`config.mk`:
```
export PLATFORM = sky130hd
export DESIGN_NAME = ata_clksrc_sequencer
export DESIGN_NICKNAME = d
export VERILOG_FILES = /design/src/rtl/clksw_pkg.sv /design/src/rtl/clksw_decide.sv /design/src/rtl/clksw_step_timer.sv /design/src/rtl/clksw_ctrl.sv /design/src/rtl/ata_clksrc_sequencer.sv
export SDC_FILE = /design/constraint.sdc
export NUM_CORES = 1
export LEC_CHECK = 0
export ABC_AREA = 0
export ABC_CLOCK_PERIOD_IN_PS = 1860
export BUFFER_PORTS_ARGS = -buffer_cell sky130_fd_sc_hd__buf_4
export CORE_MARGIN = 2
export CORE_UTILIZATION = 49
export CTS_CLUSTER_SIZE = 14
export DETAILED_ROUTE_END_ITERATION = 10
export GPL_TIMING_DRIVEN = 0
export PLACE_DENSITY_LB_ADDON = 0.05
export SYNTH_ARGS = -nofsm -noshare
export SYNTH_HDL_FRONTEND = slang
export SYNTH_SLANG_ARGS = --single-unit
```
`constraint.sdc`:
```
create_clock -name clk -period 1.86 [get_ports clk]
set_clock_uncertainty 0.05 [all_clocks]
set_input_delay 0.372 -clock clk [delete_from_list [all_inputs] [get_ports clk]]
set_output_delay 0.372 -clock clk [all_outputs]
set_load 0.02 [all_outputs]
```
`src/rtl/clksw_pkg.sv`:
```
package clksw_pkg;

  localparam int NCH = 2;

  localparam logic SRC_PLL = 1'b1;
  localparam logic SRC_BUS = 1'b0;

  typedef enum logic [2:0] {
    ST_IDLE,
    ST_ISOLATE,
    ST_SWITCH,
    ST_SMRST,
    ST_RELEASE,
    ST_RECONNECT,
    ST_GRANT
  } seq_state_t;

  typedef enum logic [1:0] {
    ACT_NONE,
    ACT_GRANT,
    ACT_DEFER,
    ACT_SWITCH
  } act_t;

  // Source a command needs: writes and fast-bus operation need the PLL
  function automatic logic required_src(input logic is_write, input logic fast_bus);
    return (is_write || fast_bus) ? SRC_PLL : SRC_BUS;
  endfunction

  function automatic logic sibling(input logic ch);
    return ~ch;
  endfunction

endpackage

```
`src/rtl/clksw_decide.sv`:
```
module clksw_decide
  import clksw_pkg::*;
(
  input  logic [NCH-1:0] req_i,
  input  logic [NCH-1:0] wr_i,
  input  logic [NCH-1:0] busy_i,
  input  logic           fast_i,
  input  logic           cur_src_i,
  input  logic           idle_i,
  output act_t           act_o,
  output logic           win_ch_o,
  output logic           want_src_o,
  output logic [NCH-1:0] lose_defer_o
);

  always_comb begin
    win_ch_o     = req_i[0] ? 1'b0 : 1'b1;
    want_src_o   = required_src(wr_i[win_ch_o], fast_i);
    act_o        = ACT_NONE;
    lose_defer_o = '0;
    if (!idle_i) begin
      lose_defer_o = req_i;
    end else if (|req_i) begin
      lose_defer_o = {req_i[1] & req_i[0], 1'b0};
      if (want_src_o == cur_src_i)
        act_o = ACT_GRANT;
      else if (busy_i[sibling(win_ch_o)])
        act_o = ACT_DEFER;
      else
        act_o = ACT_SWITCH;
    end
  end

endmodule

```
`src/rtl/clksw_step_timer.sv`:
```
module clksw_step_timer #(
  parameter int STEP_CYC = 4
) (
  input  logic clk,
  input  logic rst_n,
  input  logic run_i,
  output logic done_o
);

  localparam int CW = (STEP_CYC < 2) ? 1 : $clog2(STEP_CYC);
  localparam logic [CW-1:0] LAST = CW'(STEP_CYC - 1);

  logic [CW-1:0] cnt;

  assign done_o = run_i && (cnt == LAST);

  always_ff @(posedge clk) begin
    if (!rst_n)
      cnt <= '0;
    else if (!run_i || done_o)
      cnt <= '0;
    else
      cnt <= cnt + 1'b1;
  end


  step_cnt_bound_chk: assert property (@(posedge clk) disable iff (!rst_n)
    cnt <= LAST);


  step_cnt_idle_zero_chk: assert property (@(posedge clk) disable iff (!rst_n)
    !run_i |=> (cnt == '0));

endmodule

```
`src/rtl/clksw_ctrl.sv`:
```
module clksw_ctrl
  import clksw_pkg::*;
(
  input  logic           clk,
  input  logic           rst_n,
  input  act_t           act_i,
  input  logic           win_ch_i,
  input  logic           want_src_i,
  input  logic [NCH-1:0] lose_defer_i,
  input  logic           step_done_i,
  input  logic [NCH-1:0] chan_en_i,
  output logic           idle_o,
  output logic           seq_run_o,
  output logic           cur_src_o,
  output logic           clk_sel_o,
  output logic [NCH-1:0] tristate_o,
  output logic           common_rst_o,
  output logic [NCH-1:0] sm_rst_o,
  output logic [NCH-1:0] grant_o,
  output logic [NCH-1:0] defer_o
);

  seq_state_t     state;
  logic           owner;
  logic           new_src;
  logic           cur_src;
  logic [NCH-1:0] grant_q;
  logic [NCH-1:0] defer_q;
  logic [NCH-1:0] defer_nxt;

  assign idle_o    = (state == ST_IDLE);
  assign seq_run_o = state inside {ST_ISOLATE, ST_SWITCH, ST_SMRST, ST_RELEASE, ST_RECONNECT};
  assign cur_src_o = cur_src;

  always_comb begin
    defer_nxt = lose_defer_i;
    if (idle_o && act_i == ACT_DEFER)
      defer_nxt[win_ch_i] = 1'b1;
  end

  always_ff @(posedge clk) begin
    if (!rst_n) begin
      state   <= ST_IDLE;
      owner   <= 1'b0;
      new_src <= SRC_PLL;
      cur_src <= SRC_PLL;
      grant_q <= '0;
      defer_q <= '0;
    end else begin
      grant_q <= '0;
      defer_q <= defer_nxt;
      unique case (state)
        ST_IDLE: begin
          if (act_i == ACT_GRANT)
            grant_q[win_ch_i] <= 1'b1;
          else if (act_i == ACT_SWITCH) begin
            owner   <= win_ch_i;
            new_src <= want_src_i;
            state   <= ST_ISOLATE;
          end
        end
        ST_ISOLATE:   if (step_done_i) state <= ST_SWITCH;
        ST_SWITCH:    if (step_done_i) state <= ST_SMRST;
        ST_SMRST:     if (step_done_i) state <= ST_RELEASE;
        ST_RELEASE:   if (step_done_i) state <= ST_RECONNECT;
        ST_RECONNECT: begin
          if (step_done_i) begin
            state          <= ST_GRANT;
            cur_src        <= new_src;
            grant_q[owner] <= 1'b1;
          end
        end
        ST_GRANT:     state <= ST_IDLE;
        default:      state <= ST_IDLE;
      endcase
    end
  end

  always_comb begin
    tristate_o   = (state inside {ST_ISOLATE, ST_SWITCH, ST_SMRST, ST_RELEASE}) ? '1 : '0;
    common_rst_o = (state inside {ST_SWITCH, ST_SMRST});
    sm_rst_o     = (state == ST_SMRST) ? chan_en_i : '0;
    clk_sel_o    = (state inside {ST_SWITCH, ST_SMRST, ST_RELEASE, ST_RECONNECT}) ? new_src : cur_src;
  end

  assign grant_o = grant_q;
  assign defer_o = defer_q;


  sel_change_isolated_chk: assert property (@(posedge clk) disable iff (!rst_n)
    !$stable(clk_sel_o) |-> (tristate_o == '1) && common_rst_o);


  rst_under_tristate_chk: assert property (@(posedge clk) disable iff (!rst_n)
    common_rst_o |-> (tristate_o == '1));


  smrst_inside_common_chk: assert property (@(posedge clk) disable iff (!rst_n)
    (sm_rst_o != '0) |-> common_rst_o);


  grant_onehot_chk: assert property (@(posedge clk) disable iff (!rst_n)
    $onehot0(grant_o));


  grant_bus_connected_chk: assert property (@(posedge clk) disable iff (!rst_n)
    (grant_o != '0) |-> (tristate_o == '0) && !common_rst_o);


  no_grant_and_defer_chk: assert property (@(posedge clk) disable iff (!rst_n)
    (grant_o & defer_o) == '0);

endmodule

```
`src/rtl/ata_clksrc_sequencer.sv`:
```
module ata_clksrc_sequencer
  import clksw_pkg::*;
#(
  parameter int STEP_CYC = 4
) (
  input  logic       clk,
  input  logic       rst_n,
  input  logic [1:0] issue_req_i,
  input  logic [1:0] issue_wr_i,
  input  logic [1:0] chan_busy_i,
  input  logic       fast_bus_i,
  input  logic [1:0] chan_en_i,
  output logic       clk_sel_o,
  output logic [1:0] bus_tristate_o,
  output logic       chan_reset_o,
  output logic [1:0] sm_reset_o,
  output logic [1:0] grant_o,
  output logic [1:0] defer_o
);

  act_t           act;
  logic           win_ch;
  logic           want_src;
  logic [NCH-1:0] lose_defer;
  logic           idle;
  logic           seq_run;
  logic           step_done;
  logic           cur_src;

  clksw_decide u_decide (
    .req_i        (issue_req_i),
    .wr_i         (issue_wr_i),
    .busy_i       (chan_busy_i),
    .fast_i       (fast_bus_i),
    .cur_src_i    (cur_src),
    .idle_i       (idle),
    .act_o        (act),
    .win_ch_o     (win_ch),
    .want_src_o   (want_src),
    .lose_defer_o (lose_defer)
  );

  clksw_step_timer #(.STEP_CYC(STEP_CYC)) u_timer (
    .clk    (clk),
    .rst_n  (rst_n),
    .run_i  (seq_run),
    .done_o (step_done)
  );

  clksw_ctrl u_ctrl (
    .clk          (clk),
    .rst_n        (rst_n),
    .act_i        (act),
    .win_ch_i     (win_ch),
    .want_src_i   (want_src),
    .lose_defer_i (lose_defer),
    .step_done_i  (step_done),
    .chan_en_i    (chan_en_i),
    .idle_o       (idle),
    .seq_run_o    (seq_run),
    .cur_src_o    (cur_src),
    .clk_sel_o    (clk_sel_o),
    .tristate_o   (bus_tristate_o),
    .common_rst_o (chan_reset_o),
    .sm_rst_o     (sm_reset_o),
    .grant_o      (grant_o),
    .defer_o      (defer_o)
  );


  busy_seq_defers_chk: assert property (@(posedge clk) disable iff (!rst_n)
    (!idle && (issue_req_i != 2'b00)) |=> (defer_o == $past(issue_req_i)));


  collision_ch1_defer_chk: assert property (@(posedge clk) disable iff (!rst_n)
    (idle && issue_req_i == 2'b11) |=> defer_o[1] && !grant_o[1]);

endmodule

```
# ---- Word-level counts from Yosys, hierarchy flattened
# Index checks and enable logic that the tools add are counted.
dict set report totals {
  ff_bits 12
  inputBits 11
  elab_cells 82
}
dict set report op_classes {
  n_addsub 1
  n_lt_le_gt_ge 5
  eq_ne 17
  mux 31
  n_bitwise 4
  n_reduce_logical 17
}
# op count
set op_table {}
lappend op_table {{$mux 3} 7}
lappend op_table {{$mux 2} 10}
lappend op_table {{$pmux 3 s6} 1}
lappend op_table {{$ne 2x2->1 const B} 7}
lappend op_table {{$mux 1} 10}
lappend op_table {{$reduce_bool 4->1} 2}
lappend op_table {{$reduce_and 7->1} 1}
lappend op_table {{$eq 2x2->1 const B} 3}
lappend op_table {{$eq 3x2->1 const B} 2}
lappend op_table {{$eq 3x3->1 const B} 2}
lappend op_table {{$lt 1x2->1 const B} 3}
lappend op_table {{$reduce_bool 5->1} 1}
lappend op_table {{$logic_and 1x1->1} 4}
lappend op_table {{$pmux 2 s2} 1}
lappend op_table {{$reduce_or 2->1} 2}
lappend op_table {{$eq 3x1->1 const B} 1}
lappend op_table {{$logic_not 3->1} 1}
lappend op_table {{$reduce_and 3->1} 1}
lappend op_table {{$add 2x1->2 const B} 1}
lappend op_table {{$demux 1 s1} 2}
lappend op_table {{$eq 2x1->1 const B} 1}
lappend op_table {{$ge 1x1->1 const B} 2}
lappend op_table {{$logic_or 1x1->1} 2}
lappend op_table {{$not 1->1} 2}
lappend op_table {{6 further kinds} 6}

# ---- Logic depth before layout (Yosys ltp)
dict set report depth {
  word_depth 13
  ltp_mapped 6
  depth_no_buf 5
}

# ---- Hierarchy
# From an unflattened synthesis, not the netlist that was laid out.
dict set report unflattened {
  cells_unflattened 88
  hier_area_um2 757.0
}
# module instances cells_per_inst area_per_inst_um2 seq_area_each_um2
set modules_own_cells {}
lappend modules_own_cells {clksw_ctrl 1 61 546.8 200.2}
lappend modules_own_cells {clksw_decide 1 21 126.4 0.0}
lappend modules_own_cells {clksw_step_timer 1 6 83.8 40.0}

# ---- Worst setup path after synthesis
# OpenSTA, ideal clock, no wires.
dict set report synth_path {
  kind {register -> output}
  start {reg u_ctrl.state[1]}
  end {out clk_sel_o}
  arrival_ns 1.364
  path_slack_ns 0.074
  path_stages_with_launch 5
  n_path_buf 1
  cell_sequence {dfxtp_1 clkbuf_1 inv_1 ha_1 mux2_2}
}
dict set report synth_between {
  elab_chain_len 3
  elab_cells_between_ends 6
  classes_between {4 x eq/ne; 1 x mux; 1 x reduce/logical}
}
# element line_no
set synth_lines {}
lappend synth_lines {{from (decl)} clksw_ctrl.sv:23} ;# seq_state_t state;
lappend synth_lines {{from (signal assigned)} clksw_ctrl.sv:43} ;# state <= ST_IDLE;
lappend synth_lines {{from (signal assigned)} clksw_ctrl.sv:59} ;# state <= ST_ISOLATE;
lappend synth_lines {{from (signal assigned)} clksw_ctrl.sv:62} ;# ST_ISOLATE: if (step_done_i) state <= ST_SWITCH;
lappend synth_lines {{$eq 3x2->1 / $eq 3x3->1 (equally long branches)} clksw_ctrl.sv:83} ;# clk_sel_o = (state inside {ST_SWITCH, ST_SMRST, ST_RELEASE, ST_RECONNECT}) ? new_src : cur_src;
lappend synth_lines {{$reduce_bool 4->1 (*)} clksw_ctrl.sv:83}
lappend synth_lines {{$mux 1 (*)} clksw_ctrl.sv:83}
lappend synth_lines {{to (decl)} ata_clksrc_sequencer.sv:13} ;# output logic clk_sel_o,
# Every way passes the cells marked *; elsewhere a longest branch is shown, timed or not.

# ---- Worst setup path after layout
# Ends and elaborated chain as after synthesis.

==> summary.md <==
* cell count of the worst reg-to-reg path: 6
* vias in the first global route: 740
* synthesized net count: 103
* sequential element share of the synthesized area: 33.7%
* Initial DRC Count: 15
* most used standard cell by instance count after synthesis: sky130_fd_sc_hd__dfxtp_1
* Post-Synthesis Cells: 88
* reported leakage power: 0.462 nW
* end point of the most critical hold path: u_ctrl.defer_o[1]
* Switching Fraction: 24.8%
* actual slew at the worst max-slew pin: 0.456 ns
* Max transition margin: 69.6%
* per-cell via count in the routed design: 6.05
* count of flip-flops with a built-in enable after synthesis: 0
* combinational fraction of design power: 15.4%
* mean area per synthesized cell: 8.09 um^2
* DIE AREA: 1770 um^2
* CTS root buf: sky130_fd_sc_hd__clkbuf_4
* tightest hold margin: 0.306 ns
* proportion of layout cells with a drive suffix above 1: 35.7%
* power density over the cells: 497 nW/um^2
* count of antenna-violating nets left after detailed routing: 0
* Area Growth Syn to Fin: 39.2%
* clock transition at the registers of the reported paths: 0.07 ns
* number of cells on the worst hold path: 3
* # hold bufs at CTS: 0
* type of element launching the critical path: flip-flop
* TritonRoute pass-1 iters: 4
* critical path data required time: 1.44 ns
* port bufs: 19
* achievable clock frequency: 0.557 GHz
* Synth area leader: sky130_fd_sc_hd__dfxtp_1
* RR Endpoint: u_ctrl.state[2]
* Initial Util: 53.4%
* class of the most critical hold timing path: in -> reg
* relative contribution of sequential cells to total power: 53.2%
* standard-cell rows: 13
* core area: 1330 um^2
* post-synth cell types: 34
* hold path startpoint: issue_req_i[1]
* clock period minus final worst setup slack: 1.79 ns
* H-tree level count: 1
* initial antenna violation count: 0
* WS Path Type: reg -> out
* clock network fraction of design power: 31.4%
* overall die height: 42.1 um
* fin crit share: 96.5%
* critical register-to-register path startpoint: u_ctrl.state[1]
* number of max-capacitance violations reported: 0
* WL per Instance: 16.1 um
* peak supply drop: 0.400 mV
* number of antenna repair diodes: 0
* wire length of the first global-routing pass: 3140 um
* global-route usage over all layers: 23.5%
* signal arrival time at the worst endpoint: 1.37 ns
* post-synthesis register bit count: 12
* weighted congestion at the end of routability-driven global placement: 0.772
* Final Max Tran Viols: 0
* count of endpoints failing hold in the final timing report: 0
* crit path max fanout: 5
* remaining routing DRC violations: 0
* main flop type after synthesis: sky130_fd_sc_hd__dfxtp_1
* total of fill cells in the finished design: 107
* endpoint type of the worst setup path: output port
* pin count of the biggest net entering global routing: 11
* I/O pin count: 21
* end-of-flow core utilization: 74.3%
* final number of setup-violating endpoints: 0
* remaining global-route overflow: 0
* cell area after synthesis: 712 um^2
* Internal: 0.371 mW
* aggregate routed wire length: 2090 um
* warning count from the yosys run: 0
* P_sw: 0.122 mW
* floorplan die width: 42.1 um
* total vias in the final route: 787
* CTS tree: yes
* clock network latency to the later pin of the worst-skew pair: 0.27 ns
* # clock sinks: 12
* number of buffers between clock root and the deepest sink: 2
* top post-synthesis cells by count: 12 x sky130_fd_sc_hd__dfxtp_1, 8 x sky130_fd_sc_hd__inv_1, 8 x sky130_fd_sc_hd__nor2_1
* DP HPWL: 1280 um
* share of the synthesized area in the top cell type: 33.7%
* CTS buffer count: 3
* setup slack of the worst register-to-register path: 0.10 ns
* top cells by area in the synthesized netlist: sky130_fd_sc_hd__dfxtp_1 34%, sky130_fd_sc_hd__ha_1 7.0%, sky130_fd_sc_hd__mux2i_1 4.2%
* share of flip-flops with an asynchronous set or reset after synthesis: 0%
* final net count: 132
* outcome: complete, no violations
-- worst max path at each step --
stage / start / end / cells after the start
after detailed placement: u_ctrl.state[1] / clk_sel_o / 5
final: u_ctrl.state[1] / clk_sel_o / 4
after floorplan: u_ctrl.state[1] / clk_sel_o / 4
after global routing: u_ctrl.state[2] / sm_reset_o[0] / 4
after global placement: u_ctrl.state[1] / clk_sel_o / 5
after CTS: u_ctrl.state[1] / clk_sel_o / 5
-- per-layer routing --
layer  track usage [%]  wire [um]
met3              9.48        196
met5                 0          0
met1              24.3        764
met2              42.5       1040
met4              8.13         82
-- placed cells by master (no fill, tap or decap), types with 2 or more instances in the layout --
cell type                  instances
sky130_fd_sc_hd__buf_4            25
sky130_fd_sc_hd__dfxtp_1          10
sky130_fd_sc_hd__inv_1             7
sky130_fd_sc_hd__nor2_1            7
sky130_fd_sc_hd__nand3_1           6
sky130_fd_sc_hd__nand2_1           5
sky130_fd_sc_hd__clkbuf_4          4
sky130_fd_sc_hd__and2_1            3
sky130_fd_sc_hd__mux2i_1           3
sky130_fd_sc_hd__ha_1              3
sky130_fd_sc_hd__mux2_4            2
sky130_fd_sc_hd__clkbuf_1          2
sky130_fd_sc_hd__or3_1             2
sky130_fd_sc_hd__a31oi_1           2
sky130_fd_sc_hd__nor3_1            2
sky130_fd_sc_hd__nor4_1            2
sky130_fd_sc_hd__nor2b_1           2
sky130_fd_sc_hd__o21ai_0           2
sky130_fd_sc_hd__a21oi_1           2
sky130_fd_sc_hd__a22oi_1           2
sky130_fd_sc_hd__dfxtp_4           2
-- cell type report --
cell class	instances	area (um^2)	share of cell area, %
Buffer	5	27.5	2.78
Clock buffer	3	22.5	2.27
Inverter	8	35.0	3.54
Multi-Input combinational cell	62	448	45.2
Sequential cell	12	248	25.0
Tap cell	15	18.8	1.89
Timing Repair Buffer	25	191	19.3
-- repair_timing --
item	in CTS	in global routing
pin swaps	2	0
buffers inserted	6	0
gates resized for setup	15	6
gates cloned	0	0
setup endpoints to repair	5	7
-- stage by stage --
stage / power, mW / setup slack, ns / TNS (ns) / instances / instance area (um^2)
finish: 0.493 / 0.0657 / 0 / 130 / 991
global route: 0.514 / -0.0240 / -0.0335 / 130 / 991
CTS: 0.498 / -0.0165 / -0.0165 / 131 / 991
detailed placement: 0.342 / -0.151 / -0.264 / 122 / 873
global placement: 0.339 / -0.151 / -0.236 / 122 / 873
floorplan: 0.309 / 0.0744 / 0 / 88 / 712
-- state kept, by name, summed over array words and instances (netlist names) --
| name | flops |
|---|---|
| u_ctrl.state | 3 |
| u_ctrl.defer_o | 2 |
| u_ctrl.grant_o | 2 |
| u_timer.cnt | 2 |
| u_ctrl.cur_src_o | 1 |
| u_ctrl.new_src | 1 |
| u_ctrl.owner | 1 |
-- cells by family (layout without fill, tap and decap cells) --
logic type	Yosys count	in the layout	share of synthesized area [%]
AND/OR/NAND/NOR	34	34	23.7
XOR/XNOR	1	1	1.23
buffers and inverters	14	41	8.08
adder cells (fa/ha/maj)	4	4	7.03
AO/OA/AOI/OAI	18	18	18.3
flip-flops	12	12	33.7
multiplexers	5	5	7.91
-- worst max-delay path, cell delays in order, from the launching register on --
cell,delay [ns]
sky130_fd_sc_hd__dfxtp_4,0.39
sky130_fd_sc_hd__inv_6,0.04
sky130_fd_sc_hd__ha_4,0.25
sky130_fd_sc_hd__mux2_4,0.29
sky130_fd_sc_hd__buf_6,0.13
-- power by group through the flow --
stage | registers (mW) | clock network, mW | logic (mW)
global route | 0.262 | 0.170 | 0.0815
detailed placement | 0.271 | 0 | 0.0708
global placement | 0.271 | 0 | 0.0685
CTS | 0.265 | 0.160 | 0.0731
finish | 0.262 | 0.155 | 0.0759
floorplan | 0.276 | 0 | 0.0334
No activity file was read; power rests on OpenSTA's default activity.
